==> src/rtl/blkmove_seq.sv <==
module blkmove_seq #(
  parameter int AW = 16,
  parameter int CW = 16,
  parameter int DW = 16
) (
  input  logic          clk,
  input  logic          rst_n,
  input  logic          start,
  input  logic          word_mode,
  input  logic          dir_down,
  input  logic          repeat_en,
  input  logic [AW-1:0] src_in,
  input  logic [AW-1:0] dst_in,
  input  logic [CW-1:0] count_in,
  output logic          mem_req,
  output logic          mem_we,
  output logic          mem_word,
  output logic [AW-1:0] mem_addr,
  output logic [DW-1:0] mem_wdata,
  input  logic [DW-1:0] mem_rdata,
  input  logic          mem_ack,
  output logic          busy,
  output logic          done,
  output logic          v_flag,
  output logic [AW-1:0] src_ptr,
  output logic [AW-1:0] dst_ptr,
  output logic [CW-1:0] count
);

  localparam int BW = DW / 2;

  typedef enum logic [1:0] {S_IDLE, S_RD, S_WR, S_UPD} state_t;

  state_t        st;
  logic [AW-1:0] src_q, dst_q;
  logic [CW-1:0] cnt_q;
  logic [DW-1:0] data_q;
  logic          word_q, down_q, rep_q, v_q, done_q;

  logic [AW-1:0] step_w, src_nx, dst_nx;
  logic [CW-1:0] cnt_nx;
  logic          last_nx;

  assign step_w  = word_q ? AW'(2) : AW'(1);
  assign src_nx  = down_q ? src_q - step_w : src_q + step_w;
  assign dst_nx  = down_q ? dst_q - step_w : dst_q + step_w;
  assign cnt_nx  = cnt_q - CW'(1);
  assign last_nx = (cnt_nx == '0);

  always_ff @(posedge clk) begin
    if (!rst_n) begin
      st     <= S_IDLE;
      src_q  <= '0;
      dst_q  <= '0;
      cnt_q  <= '0;
      data_q <= '0;
      word_q <= 1'b0;
      down_q <= 1'b0;
      rep_q  <= 1'b0;
      v_q    <= 1'b0;
      done_q <= 1'b0;
    end else begin
      done_q <= 1'b0;
      case (st)
        S_IDLE: if (start) begin
          src_q  <= src_in;
          dst_q  <= dst_in;
          cnt_q  <= count_in;
          word_q <= word_mode;
          down_q <= dir_down;
          rep_q  <= repeat_en;
          st     <= S_RD;
        end
        S_RD: if (mem_ack) begin
          data_q <= word_q ? mem_rdata : {{(DW-BW){1'b0}}, mem_rdata[BW-1:0]};
          st     <= S_WR;
        end
        S_WR: if (mem_ack) st <= S_UPD;
        S_UPD: begin
          src_q <= src_nx;
          dst_q <= dst_nx;
          cnt_q <= cnt_nx;
          v_q   <= last_nx;
          if (rep_q && !last_nx) begin
            st <= S_RD;
          end else begin
            st     <= S_IDLE;
            done_q <= 1'b1;
          end
        end
        default: st <= S_IDLE;
      endcase
    end
  end

  assign busy      = (st != S_IDLE);
  assign mem_req   = (st == S_RD) || (st == S_WR);
  assign mem_we    = (st == S_WR);
  assign mem_word  = word_q;
  assign mem_addr  = (st == S_WR) ? dst_q : src_q;
  assign mem_wdata = data_q;
  assign done      = done_q;
  assign v_flag    = v_q;
  assign src_ptr   = src_q;
  assign dst_ptr   = dst_q;
  assign count     = cnt_q;

endmodule

==> config.mk <==
export PLATFORM = sky130hd
export DESIGN_NAME = blkmove_seq
export DESIGN_NICKNAME = d
export VERILOG_FILES = /design/src/rtl/blkmove_seq.sv
export SDC_FILE = /design/constraint.sdc
export NUM_CORES = 1
export LEC_CHECK = 0
export BUFFER_PORTS_ARGS = -buffer_cell sky130_fd_sc_hd__buf_2
export CELL_PAD_IN_SITES_DETAIL_PLACEMENT = 0
export CELL_PAD_IN_SITES_GLOBAL_PLACEMENT = 1
export CORE_UTILIZATION = 37
export CTS_CLUSTER_DIAMETER = 50
export DETAILED_ROUTE_END_ITERATION = 6
export HOLD_SLACK_MARGIN = 0.12
export PLACE_DENSITY_LB_ADDON = 0.1
export SYNTH_ARGS = -nofsm -noshare
export SYNTH_HDL_FRONTEND = slang
export SYNTH_SLANG_ARGS = --single-unit
==> constraint.sdc <==
create_clock -name clk -period 3.35 [get_ports clk]
set_input_delay 0.1675 -clock clk [delete_from_list [all_inputs] [get_ports clk]]
set_output_delay 0.1675 -clock clk [all_outputs]
set_load 0.05 [all_outputs]
==> reports/results.tsv, run 1 <==
metric	value	unit
CP Capture Type	flip-flop	
number of max-cap violations	0	
dpl hpwl	11100	um
Place WS	0.279	ns
Initial Utilization	0.379	
vias	5406	
Setup-failing EPs final	0	
first-pass GRT wire length	25800	um
Final Cycle Share	0.914	
filler cell count	1335	
core area	13200	um^2
htree depth	3	
I/O pins	157	
post-route ant nets	0	
clock root cell	clkbuf_16	
power per cell area	885	nW/um^2
CP Launch Type	flip-flop	
Least-Margin Pin Slew	0.854	ns
Area Growth Syn to Fin	29.6	%
DR vias/cell	5.44	
Hold Vio Cnt, Final	0	
Tmin final	3.06	ns
yosys warns	0	
Layout Nets	921	
Post-CTS Hold Buffers	25	
Setup TNS Final	0	ns
post-synth cell types	60	
commonest register cell after synthesis	dfxtp_1	
layout cells sized above 1	0.261	
TritonCTS Buffers	9	
DR WL/cell	16.1	um
critical path fanouts, max	11	
crit path capture	st[0]	
Post-synth EDFFs	0	
gpl congestion	0.805	
commonest non-fill, non-tap cell in the layout	buf_2	
GRT Resource Usage Total	0.232	
Multi-input gate area	3360	um^2
Fmax	0.326	GHz
CTS max path bufs	2	
Post-CTS Setup Inserts	0	
n_diodes	0	
initial antenna violation count	0	
row cnt	42	
clk_lat worst skew	0.34	ns
drt first pass iters	7	
Residual DRC	0	
Die Area	14000	um^2
post-CTS resize count	0	
largest net degree at the start of global routing	47	
Mapped Area	5000	um^2
vias in the first global route	5214	
RSZ-0062 raised after global routing	no	
Reg clk slew, reported paths	0.06	ns
outcome	complete, no violations	
R2R depth	7	
R2R Setup Slk	0.29	ns
Worst VDD drop	0.446	mV
Max Clock Skew	0.00512	ns
Reg area	1420	um^2
Final Max Tran Viols	0	
syn_nets	761	
most frequent cells in the layout	buf_2, a21oi_1, dfxtp_1	
Worst R2R End	st[0]	
DRT iter0 DRCs	335	
drt total wl	16000	um
Leakage Power	2.94	nW
max_slew headroom	0.430	
CTS Sinks	71	
Worst Hold Class	primary input to flip-flop	
asr flop ratio synth	0	
Die H	118	um
GR Overflow Total	0	
required time worst endpoint	3.58	ns
DIE WIDTH	118	um
RR Startpoint	count[5]	
Post-Syn Instances	652	
TritonCTS clock tree	built	
CP Launch Point	count[5]	
Post-Syn Area per Cell	7.66	um^2
fin worst setup slack	0.287	ns
critical path type	flip-flop to flip-flop	
synthesized flop and latch total	71	
port bufs	156	
Seq/Total Area, Yosys	0.284	
Critical Path AT	3.30	ns
## critical path: stages (launching register included)
cell     delay, ns
dfxtp_1       0.40
or4_4         0.58
or3_4         0.37
nor4_1        0.38
nor3b_1       0.36
xor2_1        0.11
or4_4         0.56
a22o_1        0.21
## power by group
| group | switching, W | internal [W] | total, W |
|---|---|---|---|
| registers | 0.000267 | 0.00105 | 0.00132 |
| clock network | 0.000400 | 0.000581 | 0.000981 |
| logic | 0.00237 | 0.00106 | 0.00343 |
## layer usage
metal  share of wire  GRT usage  vias up
li1                -          -     2704
met1            0.44      0.283     2521
met2            0.49      0.411      159
met3           0.045     0.0328       22
met4           0.020     0.0881        0
met5               0          0        -
## flip-flops by register name, indices dropped and copies added (netlist names)
| signal | cells |
|---|---|
| count | 16 |
| done | 1 |
| down_q | 1 |
| dst_ptr | 16 |
| mem_wdata | 16 |
| mem_word | 1 |
| rep_q | 1 |
| src_ptr | 16 |
| st | 2 |
| v_flag | 1 |
## synthesized netlist by cell type, drive strengths merged, types with 12 or more instances
master  number  area [um^2]
nand2       68          255
clkbuf      38          144
ha          36          450
xnor2       12          105
nand3       31          155
a211oi      17          128
nor2        50          188
dfxtp       71         1420
nor3        17         85.1
o21ai       47          235
mux2        17          191
a21oi       83          415
inv         22         82.6
## cell type report
class / instances / area share
inverter: 22 / 0.0127
tap: 176 / 0.0340
timing repair buffer: 190 / 0.170
multi-input combinational: 518 / 0.518
clock inverter: 6 / 0.0110
sequential: 71 / 0.219
clock buffer: 10 / 0.0353
## through the flow
| stage | area [um^2] | std cells | power (W) | utilization | hold WS [ns] |
|---|---|---|---|---|---|
| after floorplan | 5000 | 652 | 0.00391 | - | 0.304 |
| after global placement | 5930 | 952 | 0.00471 | 0.449 | 0.410 |
| after detailed placement | 5930 | 952 | 0.00474 | 0.449 | 0.417 |
| after CTS | 6480 | 993 | 0.00577 | 0.491 | 0.121 |
| after global routing | 6480 | 993 | 0.00612 | 0.491 | 0.142 |
| final | 6480 | 993 | 0.00573 | 0.491 | 0.131 |
## how the worst min path moves through the flow
stage	to	start	cells after the start	slack [ns]
after floorplan	mem_wdata[0]	mem_rdata[0]	2	0.30
after global placement	mem_wdata[7]	mem_rdata[7]	3	0.41
after detailed placement	mem_wdata[7]	mem_rdata[7]	3	0.42
after CTS	dst_ptr[5]	dst_in[5]	3	0.12
after global routing	down_q	dir_down	3	0.14
final	down_q	dir_down	3	0.13
## cell families (layout without fill, tap and decap cells)
family          Yosys count  count (layout)  share of synthesized area
compound gates          222             222                      0.275
mux                      24              24                     0.0523
simple gates            211             211                      0.201
xor+xnor                 23              23                     0.0403
buf+inv                  63             228                     0.0491
fa+ha+maj                38              38                     0.0981
flops                    71              71                      0.284
(Power assumes the default switching activity.)
==> run 2, diff against run 1 <==
- CELL_PAD_IN_SITES_GLOBAL_PLACEMENT: 1 -> 2
- CORE_UTILIZATION: 37 -> 29
==> run 2 against run 1 <==
  * Via count rose by 0.37%
  * Worst setup slack improved by 0.031 ns
  * Critical path depth stayed put
  * Power increased by 2.8%
  * Die area rose by 27%
  * Non-clock buffer count increased by 7
  * First-iteration DRC count fell by 22%
  * Maximum frequency grew 1.0%
  * Sequential cell count stayed put
  * Clock power rose by 10%
  * Global-route usage down 2.7 points
  * Combinational power is 2% higher
==> reports/results.tsv, run 2 (synthesis results as in run 1) <==
metric	value	unit
outcome	complete, no violations	
Sequential Power Share	0.225	
layout cells sized above 1	0.262	
DR vias/cell	5.20	
drt first pass iters	4	
Tmin final	3.03	ns
CTS Sinks	71	
Setup-failing EPs final	0	
port bufs	156	
initial antenna violation count	0	
R2R depth	7	
n_diodes	0	
Layout Nets	928	
sw power	0.00311	W
P_int	0.00278	W
drt total wl	18000	um
critical path fanouts, max	9	
CP Capture Type	flip-flop	
dpl hpwl	12800	um
sw frac	0.528	
hold path start	src_in[6]	
row cnt	47	
Fmax	0.330	GHz
I/O pins	157	
DR WL/cell	17.2	um
GRT Resource Usage Total	0.205	
power per cell area	889	nW/um^2
Max Clock Skew	0.00308	ns
RR Startpoint	count[6]	
Initial Utilization	0.299	
Leakage Power	2.99	nW
DRT iter0 DRCs	262	
vias in the first global route	5319	
RSZ-0062 raised after global routing	no	
Final Cycle Share	0.905	
Comb pwr share	0.592	
CP Launch Type	flip-flop	
Least-Margin Pin Slew	0.905	ns
vias	5426	
hold slack	0.129	ns
max_slew headroom	0.396	
filler cell count	1803	
R2R Setup Slk	0.32	ns
post-CTS resize count	0	
clock root cell	clkbuf_16	
DIE WIDTH	133	um
Area Growth Syn to Fin	32.6	%
clk_lat worst skew	0.34	ns
TritonCTS Buffers	9	
Setup TNS Final	0	ns
gpl congestion	0.845	
required time worst endpoint	3.59	ns
Worst R2R End	st[0]	
Final Max Tran Viols	0	
Hold Vio Cnt, Final	0	
Worst Hold Class	primary input to flip-flop	
Hold Path Sink	src_ptr[6]	
largest net degree at the start of global routing	47	
Final Power	0.00589	W
TritonCTS clock tree	built	
number of max-cap violations	0	
CTS max path bufs	2	
Post-CTS Setup Inserts	0	
commonest non-fill, non-tap cell in the layout	buf_2	
most frequent cells in the layout	buf_2, a21oi_1, dfxtp_1	
post-route ant nets	0	
Die Area	17800	um^2
Critical Path AT	3.27	ns
core area	16700	um^2
critical path type	flip-flop to flip-flop	
first-pass GRT wire length	28400	um
GR Overflow Total	0	
clock power share	0.183	
Die H	133	um
hold depth	3	
Residual DRC	0	
Reg clk slew, reported paths	0.06	ns
Worst VDD drop	0.493	mV
htree depth	3	
[run 2: cell count changes in the layout (fill, tap and decap cells not counted), sizes merged, moves of 2 or more]
cell / previous run / this run
dlygate4sd3: 25 / 29
buf: 165 / 168
inv: 22 / 25
clkinv: 3 / 1
[run 2: worst max-delay path by stage]
stage,startpoint,slack (ns),endpoint
6_report,count[6],0.32,st[0]
5_1_grt,count[6],0.06,st[0]
4_1_cts,count[6],0.32,st[0]
3_5_place_dp,count[6],0.33,st[0]
3_3_place_gp,count[6],0.37,st[0]
2_1_floorplan,count[5],0.19,st[0]
[run 2: worst max-delay path, stage by stage (launching register included)]
cell and delay (ns):
dfxtp_1 0.39, or4_4 0.55, or3_4 0.36, nor4_1 0.36, nor3b_1 0.37, xor2_1 0.11
or4_4 0.57, a22o_1 0.21
[run 2: power groups by stage]
| stage | Combinational [W] | Clock [W] | Sequential (W) |
|---|---|---|---|
| 2_1_floorplan | 0.00199 | 0 | 0.00192 |
| 3_3_place_gp | 0.00345 | 0 | 0.00135 |
| 3_5_place_dp | 0.00347 | 0 | 0.00135 |
| 4_1_cts | 0.00351 | 0.00112 | 0.00133 |
| 5_1_grt | 0.00379 | 0.00115 | 0.00137 |
| 6_report | 0.00349 | 0.00108 | 0.00133 |
[run 2: final cells by class]
class / count / area (um^2) / share of cell area
Clock inverter: 7 / 103 / 0.0155
Inverter: 22 / 82.6 / 0.0125
Timing Repair Buffer: 197 / 1170 / 0.177
Sequential cell: 71 / 1420 / 0.215
Multi-Input combinational cell: 518 / 3350 / 0.505
Tap cell: 220 / 275 / 0.0415
Clock buffer: 9 / 225 / 0.0340
[run 2: routing by layer]
| metal | track usage | vias to the layer above | part of all wire | wire length, um |
|---|---|---|---|---|
| met4 | 0.0574 | 0 | 0.014 | 244 |
| met5 | 0 | - | 0 | 0 |
| met2 | 0.358 | 127 | 0.48 | 8700 |
| met3 | 0.0434 | 18 | 0.048 | 861 |
| li1 | - | 2726 | - | - |
| met1 | 0.252 | 2555 | 0.45 | 8150 |
[run 2: stage by stage]
stage | cells | instance area [um^2] | utilization | setup WS, ns
detailed placement | 999 | 6010 | 0.360 | 0.331
finish | 1044 | 6630 | 0.397 | 0.318
global placement | 999 | 6010 | 0.360 | 0.375
global route | 1044 | 6630 | 0.397 | 0.0638
CTS | 1044 | 6630 | 0.397 | 0.322
floorplan | 652 | 5000 | - | 0.187
[run 2: timing repair]
action / CTS / global route
endpoints found under the setup margin: 0 / 0
endpoints found under the hold margin: 29 / 0
hold buffers: 29 / 0
==> run 3, diff against run 2 <==
- BUFFER_PORTS_ARGS: -buffer_cell sky130_fd_sc_hd__buf_2 -> default
- CORE_UTILIZATION: 29 -> 35
- CTS_CLUSTER_SIZE: default -> 14
- DONT_BUFFER_PORTS: default -> 1
==> run 3 against run 2 <==
  * Die area fell by 17%
  * Combinational power fell by 3%
  * Sequential cell count did not move
  * Hold slack got worse by 0.0045 ns
  * Cell area fell by 3.7%
  * Non-clock buffer count fell by 92
  * Routed wire length fell by 4.8%
  * First-iteration DRC count rose by 4.6%
  * Worst setup slack improved by 0.078 ns
  * Critical path type unchanged
  * Critical endpoint unchanged
  * Largest cell class unchanged
  * Largest power group unchanged
==> reports/results.tsv, run 3 (synthesis results as in run 1) <==
metric	value	unit
outcome	complete, no violations	
Fmax	0.339	GHz
Least-Margin Pin Slew	1.11	ns
initial antenna violation count	0	
Max Clock Skew	0.00632	ns
drt first pass iters	4	
Post-CTS Setup Inserts	0	
DIE WIDTH	121	um
Area Growth Syn to Fin	27.6	%
critical path's top delay family	simple AND/OR/NAND/NOR gates	
Hold Vio Cnt, Final	0	
RR Startpoint	count[5]	
Setup-failing EPs final	0	
Residual DRC	0	
Place WS	0.399	ns
Layout Nets	836	
met3 WL	1300	um
CTS max path bufs	2	
post-CTS resize count	0	
CP Launch Type	flip-flop	
largest stage delay on the critical path	0.57	ns
met1 WL	7510	um
GR Overflow Total	0	
Tmin final	2.95	ns
hold path start	dst_in[0]	
DR vias/cell	5.58	
clock root cell	clkbuf_16	
Worst VDD drop	0.364	mV
critical path type	flip-flop to flip-flop	
vias in the first global route	4868	
post-route ant nets	0	
most used cell along the critical path	or4_4	
Final Max Tran Viols	0	
most frequent cells in the layout	a21oi_1, dfxtp_1, nand2_1	
gpl congestion	0.811	
met2 wire length	8070	um
dpl hpwl	11900	um
CTS Sinks	71	
row cnt	43	
Die Area	14800	um^2
commonest non-fill, non-tap cell in the layout	a21oi_1	
Leakage Power	2.59	nW
RSZ-0062 raised after global routing	no	
n_diodes	0	
top layer in use	met4	
crit-path cells	or4_4 > or3_4 > nor4_1 > nor3b_1 > xor2_1 > or4_4 > a22o_1	
TritonCTS Buffers	9	
Initial Utilization	0.360	
fin worst setup slack	0.396	ns
critical path fanouts, max	4	
core area	13900	um^2
TritonCTS clock tree	built	
Die H	121	um
htree depth	3	
layout cells sized above 1	0.130	
vias	5086	
GRT Resource Usage Total	0.236	
clk_lat worst skew	0.34	ns
Worst Hold Class	primary input to flip-flop	
Reg clk slew, reported paths	0.06	ns
I/O pins	157	
port bufs	0	
Critical Path AT	3.19	ns
power per cell area	928	nW/um^2
DR WL/cell	18.8	um
Post-CTS Hold Buffers	60	
CP Buf/Inv Count	0	
number of max-cap violations	0	
R2R Setup Slk	0.40	ns
slowest cell on the critical path	or4_4	
required time worst endpoint	3.58	ns
drt total wl	17100	um
DRT iter0 DRCs	274	
first-pass GRT wire length	26600	um
largest net degree at the start of global routing	47	
CP Capture Type	flip-flop	
CP Launch Point	count[5]	
Setup TNS Final	0	ns
Final Cycle Share	0.882	
max_slew headroom	0.257	
-- run 3: changes by cell type in the layout (fill, tap and decap cells not counted), sizes merged --
| cell | change |
|---|---|
| inv | -2 |
| buf | -122 |
| dlygate4sd3 | +30 |
| clkinv | +1 |
| bufinv | +1 |
-- run 3: layout make-up --
cell class / instances / area [um^2]
clock buffer: 9 / 225
timing repair buffer: 105 / 948
inverter: 22 / 82.6
clock inverter: 7 / 120
multi-input combinational: 518 / 3360
sequential: 71 / 1420
tap: 180 / 225
fill: 1394 / 7500
-- run 3: final timing paths --
path | end | cells after the start
min reg2reg | done | 1
max | st[0] | 7
max reg2reg | st[0] | 7
min | dst_ptr[0] | 2
-- run 3: report_power, final --
part / internal, W / switching [W]
registers: 0.00105 / 0.000356
clock network: 0.000730 / 0.000407
logic: 0.00107 / 0.00231
-- run 3: stage by stage --
step,hold WS [ns],instances,power [W],cell area (um^2),utilization
2_1_floorplan,0.304,652,0.00391,5000,-
6_report,0.124,912,0.00592,6380,0.460
3_5_place_dp,0.302,836,0.00472,5420,0.391
5_1_grt,0.126,912,0.00630,6380,0.460
3_3_place_gp,0.302,836,0.00469,5420,0.391
4_1_cts,0.121,912,0.00596,6380,0.460
-- run 3: layer usage --
layer | vias up | global-route usage
li1 | 2541 | -
met1 | 2368 | 0.293
met2 | 156 | 0.395
met3 | 21 | 0.0630
met4 | 0 | 0.0725
met5 | - | 0
